--- config.mk ---
export PLATFORM = sky130hd
export DESIGN_NAME = rdp_read_align
export DESIGN_NICKNAME = d
export VERILOG_FILES = /design/src/rtl/rdp_pkg.sv /design/src/rtl/rdp_burst_gen.sv /design/src/rtl/rdp_delay_line.sv /design/src/rtl/rdp_lat_guard.sv /design/src/rtl/rdp_read_align.sv
export SDC_FILE = /design/constraint.sdc
export NUM_CORES = 1
export LEC_CHECK = 0
export BUFFER_PORTS_ARGS = -buffer_cell sky130_fd_sc_hd__buf_2
export CORE_MARGIN = 1
export CORE_UTILIZATION = 44
export DETAILED_ROUTE_END_ITERATION = 7
export PLACE_DENSITY = 0.66
export RECOVER_POWER = 50
export SLEW_MARGIN = 30
export SYNTH_ARGS = -nofsm -noshare
export SYNTH_HDL_FRONTEND = slang
export SYNTH_SLANG_ARGS = --single-unit
--- constraint.sdc ---
create_clock -name clk -period 1.5 [get_ports clk]
set_clock_uncertainty 0.1 [all_clocks]
set_input_delay 0.225 -clock clk [delete_from_list [all_inputs] [get_ports clk]]
set_output_delay 0.225 -clock clk [all_outputs]
set_load 0.005 [all_outputs]
--- src/rtl/rdp_pkg.sv ---
// Shared constants and the beat slot type for the read alignment pipeline.
// Assumes burst lengths are powers of two up to 2**BEAT_W beats.
package rdp_pkg;
    localparam int unsigned BEAT_W     = 3;
    localparam int unsigned BLEN_SEL_W = $clog2(BEAT_W + 1);
    localparam int unsigned LAT_SHORT  = 2;
    localparam int unsigned LAT_LONG   = 3;
    localparam int unsigned MAX_LAT    = LAT_LONG;
    localparam int unsigned MASK_DLY   = 2;
    localparam int unsigned REM_W      = BEAT_W + 1;

    typedef struct packed {
        logic              vld;
        logic [BEAT_W-1:0] idx;
    } beat_slot_t;
endpackage

--- src/rtl/rdp_burst_gen.sv ---
// Burst generator: turns read and halt commands into one beat slot per
// clock, in command time. A read restarts the burst; a halt ends it.
// Assumes rd_cmd takes priority over rd_halt in the same cycle.
module rdp_burst_gen
    import rdp_pkg::*;
(
    input  logic                  clk,
    input  logic                  rst_n,
    input  logic                  rd_cmd,
    input  logic                  rd_halt,
    input  logic [BLEN_SEL_W-1:0] blen_sel,
    output beat_slot_t            slot,
    output logic                  active
);
    logic [REM_W-1:0]  rem_q, rem_d;
    logic [BEAT_W-1:0] nidx_q, nidx_d;

    // Next-slot and next-counter selection for this clock.
    always_comb begin
        slot   = '0;
        rem_d  = rem_q;
        nidx_d = nidx_q;
        if (rd_cmd) begin
            slot.vld = 1'b1;
            slot.idx = '0;
            rem_d    = (REM_W'(1) << blen_sel) - REM_W'(1);
            nidx_d   = BEAT_W'(1);
        end else if (rd_halt) begin
            rem_d = '0;
        end else if (rem_q != '0) begin
            slot.vld = 1'b1;
            slot.idx = nidx_q;
            rem_d    = rem_q - REM_W'(1);
            nidx_d   = nidx_q + BEAT_W'(1);
        end
    end

    // Remaining-beat and next-index registers.
    always_ff @(posedge clk) begin
        if (!rst_n) begin
            rem_q  <= '0;
            nidx_q <= '0;
        end else begin
            rem_q  <= rem_d;
            nidx_q <= nidx_d;
        end
    end

    assign active = (rem_q != '0);
endmodule

--- src/rtl/rdp_delay_line.sv ---
// Delay line: shifts beat slots through MAX_LAT stages and taps the stage
// chosen by the latency select. It applies the read mask MASK_DLY clocks
// after sampling, independent of latency. Assumes the latency is steady
// while slots are in the line.
module rdp_delay_line
    import rdp_pkg::*;
(
    input  logic       clk,
    input  logic       rst_n,
    input  beat_slot_t slot_in,
    input  logic       lat3,
    input  logic       mask,
    output beat_slot_t slot_out,
    output logic       busy
);
    beat_slot_t          stg [MAX_LAT];
    logic [MASK_DLY-1:0] mq;
    beat_slot_t          tap;

    // Slot shift register, one stage per clock of latency.
    always_ff @(posedge clk) begin
        if (!rst_n) begin
            for (int k = 0; k < MAX_LAT; k++) stg[k] <= '0;
        end else begin
            stg[0] <= slot_in;
            for (int k = 1; k < MAX_LAT; k++) stg[k] <= stg[k-1];
        end
    end

    // Mask delay chain.
    always_ff @(posedge clk) begin
        if (!rst_n) mq <= '0;
        else        mq <= {mq[MASK_DLY-2:0], mask};
    end

    // Latency tap selection.
    always_comb begin
        tap = lat3 ? stg[LAT_LONG-1] : stg[LAT_SHORT-1];
    end

    // Output register with the mask applied.
    always_ff @(posedge clk) begin
        if (!rst_n)                          slot_out <= '0;
        else if (tap.vld && !mq[MASK_DLY-1]) slot_out <= tap;
        else                                 slot_out <= '0;
    end

    // Any slot still travelling through the stages.
    always_comb begin
        busy = 1'b0;
        for (int k = 0; k < MAX_LAT; k++) busy = busy | stg[k].vld;
    end
endmodule

--- src/rtl/rdp_lat_guard.sv ---
// Latency guard: remembers the last sampled latency select and pulses an
// error when it changes while reads are in flight. Assumes busy covers
// every beat not yet delivered.
module rdp_lat_guard (
    input  logic clk,
    input  logic rst_n,
    input  logic lat3,
    input  logic busy,
    output logic lat_err
);
    logic lat_q;

    // Previous latency and error pulse.
    always_ff @(posedge clk) begin
        if (!rst_n) begin
            lat_q   <= 1'b0;
            lat_err <= 1'b0;
        end else begin
            lat_q   <= lat3;
            lat_err <= busy && (lat3 != lat_q);
        end
    end
endmodule

--- src/rtl/rdp_read_align.sv ---
// Top: read data alignment pipeline. It predicts the cycles that carry
// read data for a 2- or 3-clock CAS latency and strobes them with the
// beat index. Assumes rd_cmd, rd_halt and dqm are sampled from the
// command bus on the same edge the memory samples them.
module rdp_read_align
    import rdp_pkg::*;
(
    input  logic                  clk,
    input  logic                  rst_n,
    input  logic                  cas_lat3,
    input  logic [BLEN_SEL_W-1:0] blen_sel,
    input  logic                  rd_cmd,
    input  logic                  rd_halt,
    input  logic                  dqm,
    output logic                  cap_vld,
    output logic [BEAT_W-1:0]     cap_beat,
    output logic                  lat_err
);
    beat_slot_t slot_now;
    beat_slot_t slot_dly;
    logic       gen_active;
    logic       line_busy;
    logic       in_flight;

    rdp_burst_gen u_gen (
        .clk      (clk),
        .rst_n    (rst_n),
        .rd_cmd   (rd_cmd),
        .rd_halt  (rd_halt),
        .blen_sel (blen_sel),
        .slot     (slot_now),
        .active   (gen_active)
    );

    rdp_delay_line u_line (
        .clk      (clk),
        .rst_n    (rst_n),
        .slot_in  (slot_now),
        .lat3     (cas_lat3),
        .mask     (dqm),
        .slot_out (slot_dly),
        .busy     (line_busy)
    );

    // Reads outstanding anywhere in the pipeline.
    assign in_flight = gen_active | line_busy;

    rdp_lat_guard u_guard (
        .clk     (clk),
        .rst_n   (rst_n),
        .lat3    (cas_lat3),
        .busy    (in_flight),
        .lat_err (lat_err)
    );

    assign cap_vld  = slot_dly.vld;
    assign cap_beat = slot_dly.idx;
endmodule

==> impl_metrics.prom <==
# TYPE chip_impl_metric gauge
chip_impl_info{name="status",value="finished clean"} 1
chip_impl_metric{name="synth-edff-count",unit=""} 0
chip_impl_metric{name="path_max_fanout",unit=""} 3
chip_impl_metric{name="antenna_found_initial",unit=""} 0
chip_impl_metric{name="place.port_buffers",unit=""} 12
chip_impl_info{name="ys_top_cells_by_area",value="dfxtp_1 54%, and2_1 8.7%, mux2i_1 5.0%"} 1
chip_impl_metric{name="std_cell_rows",unit=""} 16
chip_impl_metric{name="initial_utilization",unit="%"} 48.8
chip_impl_metric{name="grt_usage",unit="%"} 12.8
chip_impl_metric{name="tightest_slew",unit="ns"} 0.703
chip_impl_metric{name="coreArea",unit="um2"} 2060
chip_impl_metric{name="finalCoreUtilization",unit="%"} 59.0
chip_impl_metric{name="max_clock_freq",unit="MHz"} 685
chip_impl_info{name="timing.setup.critical_path_class",value="reg2reg"} 1
chip_impl_info{name="cp-end-kind",value="flop"} 1
chip_impl_metric{name="via_count",unit=""} 700
chip_impl_metric{name="fin_nets",unit=""} 130
chip_impl_metric{name="synth_sequential_area_ratio",unit="%"} 53.7
chip_impl_info{name="cts.root.buffer_cell",value="clkbuf_4"} 1
chip_impl_metric{name="required",unit="ns"} 1.63
chip_impl_metric{name="dp.final_hpwl",unit="um"} 1030
chip_impl_metric{name="layout_min_cycle_time",unit="ns"} 1.46
chip_impl_metric{name="synth_warnings",unit=""} 0
chip_impl_metric{name="vdd.ir_drop.worst",unit="V"} 0.000530
chip_impl_info{name="hold_path.class",value="in2reg"} 1
chip_impl_metric{name="first_pass_iters",unit=""} 4
chip_impl_metric{name="dpl-instance-area",unit="um2"} 1110
chip_impl_metric{name="die_y",unit="um"} 49.8
chip_impl_metric{name="pwr_density_cell",unit="nW/um2"} 1040
chip_impl_metric{name="cp_num_buf_inv",unit=""} 1
chip_impl_metric{name="setup-violations-final",unit=""} 0
chip_impl_metric{name="first_global_vias",unit=""} 613
chip_impl_info{name="critical_path.cell_chain",value="inv_2 -> ha_4 -> or3b_4 -> and3_4 -> and2_1"} 1
chip_impl_metric{name="detail_route.iter0.violations",unit=""} 7
chip_impl_metric{name="grt_pass1_wl",unit="um"} 2460
chip_impl_metric{name="setup_ws",unit="ns"} 0.0399
chip_impl_metric{name="worst_hold_path.num_cells",unit=""} 2
chip_impl_info{name="worst_path_dominant_cell_family",value="simple AND/OR/NAND/NOR gates"} 1
chip_impl_metric{name="gp_congestion",unit=""} 0.837
chip_impl_info{name="crit_start",value="u_gen.rem_q[1]$_SDFFE_PN0P_"} 1
chip_impl_metric{name="drt.antenna.violating_nets",unit=""} 0
chip_impl_metric{name="preCtsSetupSlack",unit="ns"} 0.0116
chip_impl_metric{name="finalSetupTns",unit="ns"} 0
chip_impl_metric{name="gate_count_post_synth",unit=""} 97
chip_impl_metric{name="cts_hold_buf",unit=""} 0
chip_impl_metric{name="cts_buffers",unit=""} 3
chip_impl_info{name="critical_path.startpoint_type",value="flop"} 1
chip_impl_info{name="cpMaxStageDelayCell",value="or3b_4"} 1
chip_impl_metric{name="cts_sinks",unit=""} 27
chip_impl_metric{name="h-tree-depth",unit=""} 1
chip_impl_metric{name="cp_slowest_stage_delay",unit="ns"} 0.38
chip_impl_metric{name="leakage",unit="nW"} 0.511
chip_impl_metric{name="grt.overflow.total",unit=""} 0
chip_impl_metric{name="critical_path_arrival",unit="ns"} 1.59
chip_impl_metric{name="die_w",unit="um"} 49.8
chip_impl_metric{name="route.detailed.drc",unit=""} 0
chip_impl_info{name="tritoncts",value="yes"} 1
chip_impl_metric{name="maximum_number_of_pins_on_one_net_before_global_route_repair",unit=""} 21
chip_impl_info{name="synth_largest_area_cell",value="dfxtp_1"} 1
chip_impl_metric{name="timing.max_slew.rel_slack",unit="%"} 53.1
chip_impl_metric{name="layout.cells.non_filler",unit=""} 145
chip_impl_metric{name="maxSlewViolCount",unit=""} 0
chip_impl_metric{name="post-place-cells",unit=""} 136
chip_impl_metric{name="route.detailed.wl_per_inst",unit="um"} 10.7
chip_impl_info{name="worst_hold_startpoint",value="dqm"} 1
chip_impl_metric{name="num_antenna_cells",unit=""} 0
chip_impl_metric{name="max_cap_viol_count",unit=""} 0
chip_impl_metric{name="area_share_of_the_largest_cell_type_after_synthesis",unit="%"} 53.7
chip_impl_metric{name="fillerInstances",unit=""} 180
chip_impl_metric{name="number_of_synthesized_register_bits",unit=""} 27
chip_impl_metric{name="cts-root-to-sink-buffers",unit=""} 2
chip_impl_metric{name="routed_wirelength",unit="um"} 1550
chip_impl_metric{name="clock_slew_at_reported_path_ffs",unit="ns"} 0.15
chip_impl_metric{name="vias_per_cell",unit=""} 4.83
chip_impl_info{name="synthFlopType",value="dfxtp_1"} 1
chip_impl_metric{name="synthArstFlopShare",unit="%"} 0
chip_impl_metric{name="hold_viol_final",unit=""} 0
chip_impl_metric{name="top_level_ports",unit=""} 13
chip_impl_metric{name="area_growth",unit="%"} 21.0
chip_impl_metric{name="postSynthNetCount",unit=""} 108
chip_impl_metric{name="min_period_over_period",unit="%"} 97.3
chip_impl_metric{name="worstRegToRegCells",unit=""} 5
chip_impl_metric{name="drive_gt1_share",unit="%"} 29.7
chip_impl_metric{name="synthDistinctLibCells",unit=""} 31
chip_impl_metric{name="finalHoldWorstSlack",unit="ns"} 0.00845
chip_impl_metric{name="clk_latency",unit="ns"} 0.32
chip_impl_metric{name="worst-path-stages",unit=""} 5
chip_impl_metric{name="syn-mean-instance-area",unit="um2"} 10.4
chip_impl_info{name="timing.rr.start",value="u_gen.rem_q[1]$_SDFFE_PN0P_"} 1
chip_impl_metric{name="report.power.total",unit="mW"} 1.27
chip_impl_metric{name="die-area",unit="um2"} 2480
chip_impl_metric{name="netlist_area",unit="um2"} 1010
chip_impl_metric{name="postLayoutCellArea",unit="um2"} 1220
[path summary, 6_finish.rpt]
| check | end | slack (ns) |
|---|---|---|
| max | u_line.stg[0][0]$_SDFF_PP0_ | 0.04 |
| min | u_line.mq[0]$_SDFF_PN0_ | 0.008 |
| max reg2reg | u_line.stg[0][0]$_SDFF_PP0_ | 0.04 |
| min reg2reg | u_line.stg[0][5]$_SDFF_PN0_ | 0.35 |
[power breakdown]
group	total (mW)	switching, mW	leakage (nW)	internal (mW)
logic	0.187	0.0836	0.272	0.103
clock network	0.324	0.216	0.0183	0.108
registers	0.756	0.0144	0.221	0.742
total	1.27	0.314	0.511	0.953
[state kept, by name, summed over array words and instances (netlist names)]
register / count
u_line.stg: 12
u_guard.lat_err: 1
u_gen.rem_q: 4
u_line.slot_out: 4
u_line.mq: 2
u_guard.lat_q: 1
u_gen.nidx_q: 3
[routing by layer]
| metal | vias up | wire length (um) | GRT usage (%) |
|---|---|---|---|
| li1 | 365 | - | - |
| met3 | 2 | 65 | 2.78 |
| met5 | - | 0 | 0 |
| met2 | 14 | 700 | 22.5 |
| met1 | 319 | 775 | 15.3 |
| met4 | 0 | 12 | 4.29 |
[layout make-up]
cell class	count	area (um2)	area share, %
flip-flops and latches	27	543	44.6
clock inverters	1	8.76	0.719
repair buffers	21	123	10.1
clock buffers	3	22.5	1.85
inverters	4	15.0	1.23
multi-input cells	62	472	38.7
well taps	27	33.8	2.77
[cells by family after synthesis]
family | share of synthesized area (%)
compound gates | 7.34
xor+xnor | 2.61
fa+ha+maj | 3.73
buf+inv | 3.23
flops | 53.7
mux | 6.09
simple gates | 23.3
[cells in the final DEF, fill, tap and decap left out, types with 3 or more instances in the layout]
master	count
buf_2	11
clkbuf_4	3
nor2_1	5
nand2_1	6
dfxtp_1	25
mux2i_1	5
and2_0	3
nor3_1	4
and2_1	11
buf_4	8
[cell usage after synthesis (3+ instances only)]
cell / instances
dfxtp_1: 27
and2_1: 14
nand2_1: 6
mux2i_1: 5
nor2_1: 5
inv_1: 4
nor3_1: 4
ha_1: 3
[what timing repair did]
action	CTS	global route
gates resized for setup	5	7
pin swaps	0	2
setup endpoints to repair	4	9
gates cloned	0	0
buffers inserted	0	5
Note: power is estimated with default switching activity, not from simulation.
